[config.mk]
export PLATFORM = sky130hd
export DESIGN_NAME = cmd_fanout_reg
export DESIGN_NICKNAME = d
export VERILOG_FILES = /design/src/rtl/cmdreg_pkg.sv /design/src/rtl/capture_gate.sv /design/src/rtl/lane_reg.sv /design/src/rtl/cmd_fanout_reg.sv
export SDC_FILE = /design/constraint.sdc
export NUM_CORES = 1
export LEC_CHECK = 0
export CELL_PAD_IN_SITES_DETAIL_PLACEMENT = 1
export CELL_PAD_IN_SITES_GLOBAL_PLACEMENT = 1
export CORE_ASPECT_RATIO = 1.25
export CORE_UTILIZATION = 35
export CTS_CLUSTER_SIZE = 40
export DETAILED_ROUTE_END_ITERATION = 8
export PLACE_DENSITY_LB_ADDON = 0.15
export SYNTH_ARGS = -nofsm -noshare
export SYNTH_HDL_FRONTEND = slang
export SYNTH_HIERARCHICAL = 1
export SYNTH_SLANG_ARGS = --single-unit
[constraint.sdc]
create_clock -name clk -period 1.03 [get_ports clk]
set_clock_uncertainty 0.2 [all_clocks]
set_input_delay 0.1545 -clock clk [delete_from_list [all_inputs] [get_ports clk]]
set_output_delay 0.1545 -clock clk [all_outputs]
set_load 0.01 [all_outputs]
[src/rtl/cmdreg_pkg.sv]
package cmdreg_pkg;
  localparam int ADDR_BITS   = 16;
  localparam int BANK_BITS   = 3;
  localparam int STROBE_BITS = 3;
  localparam int RANKS       = 2;
  localparam int COPIES      = 2;
endpackage

[src/rtl/capture_gate.sv]
module capture_gate #(
  parameter int NSEL = 2
) (
  input  logic            gate_en,
  input  logic [NSEL-1:0] cs_n,
  output logic            load_en
);
  logic any_sel;
  assign any_sel = ~(&cs_n);
  assign load_en = ~gate_en | any_sel;
endmodule

[src/rtl/lane_reg.sv]
module lane_reg #(
  parameter int W = 8
) (
  input  logic         clk,
  input  logic         rst_n,
  input  logic         en,
  input  logic [W-1:0] d,
  output logic [W-1:0] q
);
  always_ff @(posedge clk or negedge rst_n) begin
    if (!rst_n)  q <= '0;
    else if (en) q <= d;
  end

  assert_load_R1: assert property (@(posedge clk) disable iff (!rst_n)
    en |=> q == $past(d));
  assert_hold_R2: assert property (@(posedge clk) disable iff (!rst_n)
    !en |=> $stable(q));
  always_ff @(negedge clk) begin
    if (!rst_n) assert_reset_clear_R6: assert (q == '0);
  end
endmodule

[src/rtl/cmd_fanout_reg.sv]
module cmd_fanout_reg
  import cmdreg_pkg::*;
#(
  parameter int AW   = ADDR_BITS,
  parameter int BW   = BANK_BITS,
  parameter int NSEL = RANKS
) (
  input  logic                          clk,
  input  logic                          rst_n,
  input  logic                          gate_en,
  input  logic [NSEL-1:0]               cs_n_in,
  input  logic [NSEL-1:0]               cke_in,
  input  logic [NSEL-1:0]               odt_in,
  input  logic [AW+BW+STROBE_BITS-1:0]  cmd_in,
  output logic [AW+BW+STROBE_BITS-1:0]  cmd_a,
  output logic [AW+BW+STROBE_BITS-1:0]  cmd_b,
  output logic [NSEL-1:0]               cs_n_a,
  output logic [NSEL-1:0]               cs_n_b,
  output logic [NSEL-1:0]               cke_a,
  output logic [NSEL-1:0]               cke_b,
  output logic [NSEL-1:0]               odt_a,
  output logic [NSEL-1:0]               odt_b
);
  localparam int GW = AW + BW + STROBE_BITS;
  localparam int FW = 3 * NSEL;

  logic          load_en;
  logic [FW-1:0] ctl_d;
  logic [GW-1:0] cmd_q [COPIES];
  logic [FW-1:0] ctl_q [COPIES];

  capture_gate #(.NSEL(NSEL)) u_gate (
    .gate_en (gate_en),
    .cs_n    (cs_n_in),
    .load_en (load_en)
  );

  assign ctl_d = {cs_n_in, cke_in, odt_in};

  for (genvar c = 0; c < COPIES; c++) begin : g_copy
    lane_reg #(.W(GW)) u_cmd (
      .clk (clk), .rst_n (rst_n), .en (load_en),
      .d   (cmd_in), .q (cmd_q[c])
    );
    lane_reg #(.W(FW)) u_ctl (
      .clk (clk), .rst_n (rst_n), .en (1'b1),
      .d   (ctl_d), .q (ctl_q[c])
    );
  end

  assign cmd_a  = cmd_q[0];
  assign cmd_b  = cmd_q[1];
  assign cs_n_a = ctl_q[0][FW-1 -: NSEL];
  assign cs_n_b = ctl_q[1][FW-1 -: NSEL];
  assign cke_a  = ctl_q[0][2*NSEL-1 -: NSEL];
  assign cke_b  = ctl_q[1][2*NSEL-1 -: NSEL];
  assign odt_a  = ctl_q[0][NSEL-1:0];
  assign odt_b  = ctl_q[1][NSEL-1:0];

  assert_gated_load_R1: assert property (@(posedge clk) disable iff (!rst_n)
    (gate_en && !(&cs_n_in)) |=> cmd_a == $past(cmd_in));
  assert_gated_hold_R2: assert property (@(posedge clk) disable iff (!rst_n)
    (gate_en && (&cs_n_in)) |=> $stable(cmd_b));
  assert_open_load_R3: assert property (@(posedge clk) disable iff (!rst_n)
    !gate_en |=> cmd_b == $past(cmd_in));
  assert_ctl_every_edge_R4: assert property (@(posedge clk) disable iff (!rst_n)
    rst_n |=> (cke_a == $past(cke_in)) && (odt_b == $past(odt_in))
              && (cs_n_a == $past(cs_n_in)));
  always_ff @(negedge clk) begin
    if (rst_n) assert_copies_match_R5: assert (cmd_a == cmd_b && cs_n_a == cs_n_b
                                               && cke_a == cke_b && odt_a == odt_b);
  end
endmodule

# After elaboration in Yosys (flattened, before gate mapping)
# Index checks and enable logic that the tools add are counted.
# word_totals
reg_bits	28
in_bits	31
out_inout_bits	56
wordCells	6
# classes
n_bitwise	3
reduce_logical	1
# op_table
operator	n
$not A1 Y1	2
$reduce_and A2 Y1	1
$or A1 B1 Y1	1

# Logic depth before layout (Yosys ltp)
# depth
word_depth	3
depth_mapped	3
depth_no_buf	2

# Modules after synthesis
# The synthesis kept the hierarchy.
# by_module_without_submodules
module	instances	cells_each	area_per_inst_um2	seq_area_each_um2
lane_reg (g_copy[0].u_cmd ...)	2	46	820.8	550.5
lane_reg (g_copy[0].u_ctl ...)	2	13	251.5	150.1
capture_gate	1	1	5.0	0.0
cmd_fanout_reg	1	1	3.8	0.0

# Worst setup path before layout
# OpenSTA, ideal clock, no wires.
# synth_path
path_kind	input port to flip-flop
from	input cs_n_in[0]
to	register g_copy[0].u_cmd.q[0]
setup_ps	125
arrival_ps	939
required_ps	705
slack_ps	-234
stages	3
path_buffers	1
path_cell_list	nand3_1 -> buf_6 -> mux2_2
# synth_via
elab_chain_cells	3
# synth_lines
item	line_no	text
from (decl)	cmd_fanout_reg.sv:11	input logic [NSEL-1:0] cs_n_in,
$reduce_and A2 Y1	capture_gate.sv:9	assign any_sel = ~(&cs_n);
$not A1 Y1	capture_gate.sv:9	
$or A1 B1 Y1	capture_gate.sv:10	assign load_en = ~gate_en | any_sel;
to (signal assigned)	lane_reg.sv:11	if (!rst_n) q <= '0;
to (signal assigned)	lane_reg.sv:12	else if (en) q <= d;
to (decl)	lane_reg.sv:8	output logic [W-1:0] q
# No other way between the ends.
# A chain may end at the register's enable or synchronous reset.

# Worst setup path after layout
# layout_path
from	register g_copy[1].u_ctl.q[4]
to	output cs_n_b[0]
# layout_rtl
item	line_no	text
from (decl)	lane_reg.sv:8	
from (signal assigned)	lane_reg.sv:11	
from (signal assigned)	lane_reg.sv:12	
to (decl)	cmd_fanout_reg.sv:18	output logic [NSEL-1:0] cs_n_b,
# No word-level cell between the ends.

==> results by stage <==
Logic synthesis:
- The synthesized design devotes to its leading area cell type 65.1% of total area.
- The number of warnings issued by yosys is 6.
- The post-synthesis average cell area is 17.9 um2.
- The sequential element share of the synthesized area is 65.1%.
- The synthesized design spends more area on one cell type than any other, namely dfrtp_1.
- After synthesis, the cell types taking the most area are dfrtp_1 65%, mux2_2 23%, mux2_4 8.4%.
- The number of different library cells used by synthesis comes to 6.
- In this run the cell area of the synthesized design comes to 2150 um2.
- The number of register bits inferred by synthesis is 56.
- The number of instances in the synthesized netlist is 120.

Cells and area:
- The repair_antennas step left the layout with diodes totalling 0.
- The count of placed standard cells in the final layout, fillers left out is 325.
- The total non-filler cell area in the finished layout is 3340 um2.
- At the end of the flow, the number of nets in the layout was 273.
- The synthesis-to-layout area growth is 55.2%.
- The share of cells above drive strength 1 is 65.0%.

Setup path:
- The sort of element at the start of the critical path is a flop.
- The required time of the critical path is 680 ps.
- Traced cell by cell, the critical path runs through buf_2.
- The slowest stage of the critical path is the dfrtp_1 cell.
- The worst setup path is captured at an output port.
- The cell class contributing the biggest share of worst-path delay is flip-flops.
- The kind of critical path is flop to output port.
- Across all register-to-register paths, the minimum setup slack is -160 ps.
- The buffer and inverter count on the worst path is 1.
- Of all nets on the critical path, the largest fanout is 2.
- The worst path arrival time is 860 ps.
- The largest stage delay on the critical path is 410 ps.

Power and ir drop:
- The fraction of power spent switching nets is 24.0%.
- Cell internal power was estimated by the tool at 3.68 mW.
- The analysis attributes to cell leakage a power of 1.60 nW.
- The combinational power share is 19.7%.
- The maximum VDD drop is 0.824 mV.
- Of the total power, registers draw 50.9%.
- Power spread over the standard cell area amounts to 1450 nW/um2.
- The share of total power dissipated in the clock network is 29.4%.
- The switching power is 1.16 mW.

Detailed routing:
- The number of DRC violations after detailed-routing iteration 0 is 51.
- The average vias per placed instance is 4.48.
- The average routed wire per standard cell is 16.4 um.
- The DRC violations left is 0.
- After detailed routing, the total wire length is 5340 um.
- In this run the remaining antenna-violating nets after routing total 0.
- Detailed routing inserted a total of 1,456 vias.
- Before antenna repair, the detailed router went through 2 iterations.

Place:
- The number of instances in the placed design is 290.
- The post-place instance area is 3150 um2.
- Detailed placement finished with a half-perimeter wire length of 3550 um.
- At the end of routability-driven placement, the weighted congestion stood at 0.646.
- The number of input and output port buffers inserted is 86.

Floorplan:
- In this run the vertical extent of the chip is 89.7 um.
- The horizontal die dimension is 72.2 um.
- The effective utilization at floorplan is 36.8%.
- The floorplan has 31 rows.
- The floorplan step defined a die boundary enclosing 6470 um2.
- The number of placed I/O pins is 87.
- The area of the core is 5860 um2.

STA:
- Setup violations remaining at the end of the flow were counted as 69.
- Based on the critical path, the design can be clocked at up to 826 MHz.
- Setup repair after global routing could not meet its margin everywhere.
- The count of pins over their slew limit was 0.
- The final cycle utilization of the critical path is 118%.
- The worst slack on hold paths is -93.3 ps.
- In the post-route analysis, the smallest setup slack over all paths is -181 ps.
- The time the worst path needs with I/O delays and setup is 1210 ps.
- The hold violation total from the final report is 4.

Global routing:
- The number of global-route vias before repair is 1,565.
- Summed over all layers, the global routing overflow is 0.
- The number of antenna violations at the first check in global routing is 0.
- The overall track demand over capacity in global routing is 16.7%.
- Entering global routing, the biggest net connects 57 pins.
- The first global-routing pass estimated 8120 um of wire.

Clocking:
- The TritonCTS clock tree is yes.
- The maximum root-to-sink buffer count is 2.
- After clock tree synthesis, the clock-pin slew on the worst setup and hold paths is 100 ps.
- The CTS root buffer is clkbuf_8.
- The number of buffers inserted during clock tree synthesis is 5.
- The H-tree was split into 2 levels.
- Buffers inserted to repair hold after CTS numbered 1.
- The insertion delay to the later sink of the worst-skew pair is 300 ps.
- Clock tree synthesis found a total of 56 sinks.

Run status:
- The checks that failed: hold timing, setup timing.
- The flow ran to the end, but the final reports show violations.

Min path:
- The path class of the tightest hold or removal check is input pin to flop.

Job:
- Across the run, the number of max-cap violations was 0.
[cell usage in the layout, fill, tap and decap left out, drive strengths merged]
| cell type | instances |
|---|---|
| clkdlybuf4s50 | 26 |
| bufbuf | 1 |
| clkinv | 1 |
| nand3 | 1 |
| conb | 2 |
| bufinv | 1 |
| dfrtp | 56 |
| clkinvlp | 1 |
| mux2 | 56 |
| dlygate4sd3 | 1 |
| buf | 92 |
| clkbuf | 5 |
[cells in the mapped netlist]
library cell / n
nand3_1: 1
mux2_4: 12
dfrtp_1: 56
mux2_2: 44
buf_6: 6
conb_1: 1
[kinds of logic after synthesis]
group                  share of synthesized area [%]
buffers and inverters                           3.14
flip-flops                                      65.1
multiplexers                                    31.4
other                                          0.174
AND/OR/NAND/NOR                                0.232
[per-stage QoR]
stage               worst slack (ps)  hold slack (ps)  total power [mW]  setup TNS, ps  utilization [%]
floorplan                      -37.9             -341              2.84          -1520                -
global placement                -572            -29.5              3.40         -37430             53.8
detailed placement              -622            -21.7              3.45         -39980             53.8
CTS                             -200             -112              4.82         -10000             54.9
global route                    -220             -109              5.09         -12230             57.1
finish                          -181            -93.3              4.85          -9510             57.1
[final cells by class]
cell class,instances,area (um2)
Clock buffer,5,68.8
Clock inverter,3,42.5
Fill cell,579,2510
Multi-Input combinational cell,59,719
Sequential cell,56,1400
Tap cell,82,103
Timing Repair Buffer,120,1010
[worst paths after layout]
check | start | endpoint | depth (start not counted)
hold / removal | cs_n_in[1] | g_copy[0].u_ctl/q[5] | 2
max in group asynchronous | rst_n | g_copy[0].u_cmd/q[7] | 3
min in group asynchronous | rst_n | g_copy[0].u_cmd/q[12] | 3
setup reg to reg | g_copy[0].u_cmd/q[16] | g_copy[0].u_cmd/q[16] | 3
setup / recovery | g_copy[1].u_ctl/q[4] | cs_n_b[0] | 1
hold reg to reg | g_copy[1].u_cmd/q[3] | g_copy[1].u_cmd/q[3] | 1
[power by group through the flow]
stage | sequential [mW] | clock [mW] | combinational [mW]
4_1_cts | 2.46 | 1.47 | 0.889
6_report | 2.47 | 1.42 | 0.956
2_1_floorplan | 2.58 | 0 | 0.259
5_1_grt | 2.49 | 1.57 | 1.03
3_5_place_dp | 2.51 | 0 | 0.933
3_3_place_gp | 2.50 | 0 | 0.905
[metal layers]
metal,vias up,track usage (%),routed length [um]
li1,658,-,-
met1,740,19.9,2000
met2,56,29.9,2940
met3,2,4.13,375
met4,0,4.81,26
met5,-,0,0
[repair_timing]
item | in CTS | in global routing
setup buffers | 14 | 10
pin swaps | 1 | 0
gates cloned | 2 | 0
resized for setup | 254 | 9
endpoints found under the hold margin | 60 | 4
setup endpoints to repair | 102 | 65
[sequential cells by signal (all words and copies together) (netlist names)]
name and cells:
g_copy.u_cmd/q 44, g_copy.u_ctl/q 12
No activity file was read; power rests on OpenSTA's default activity.
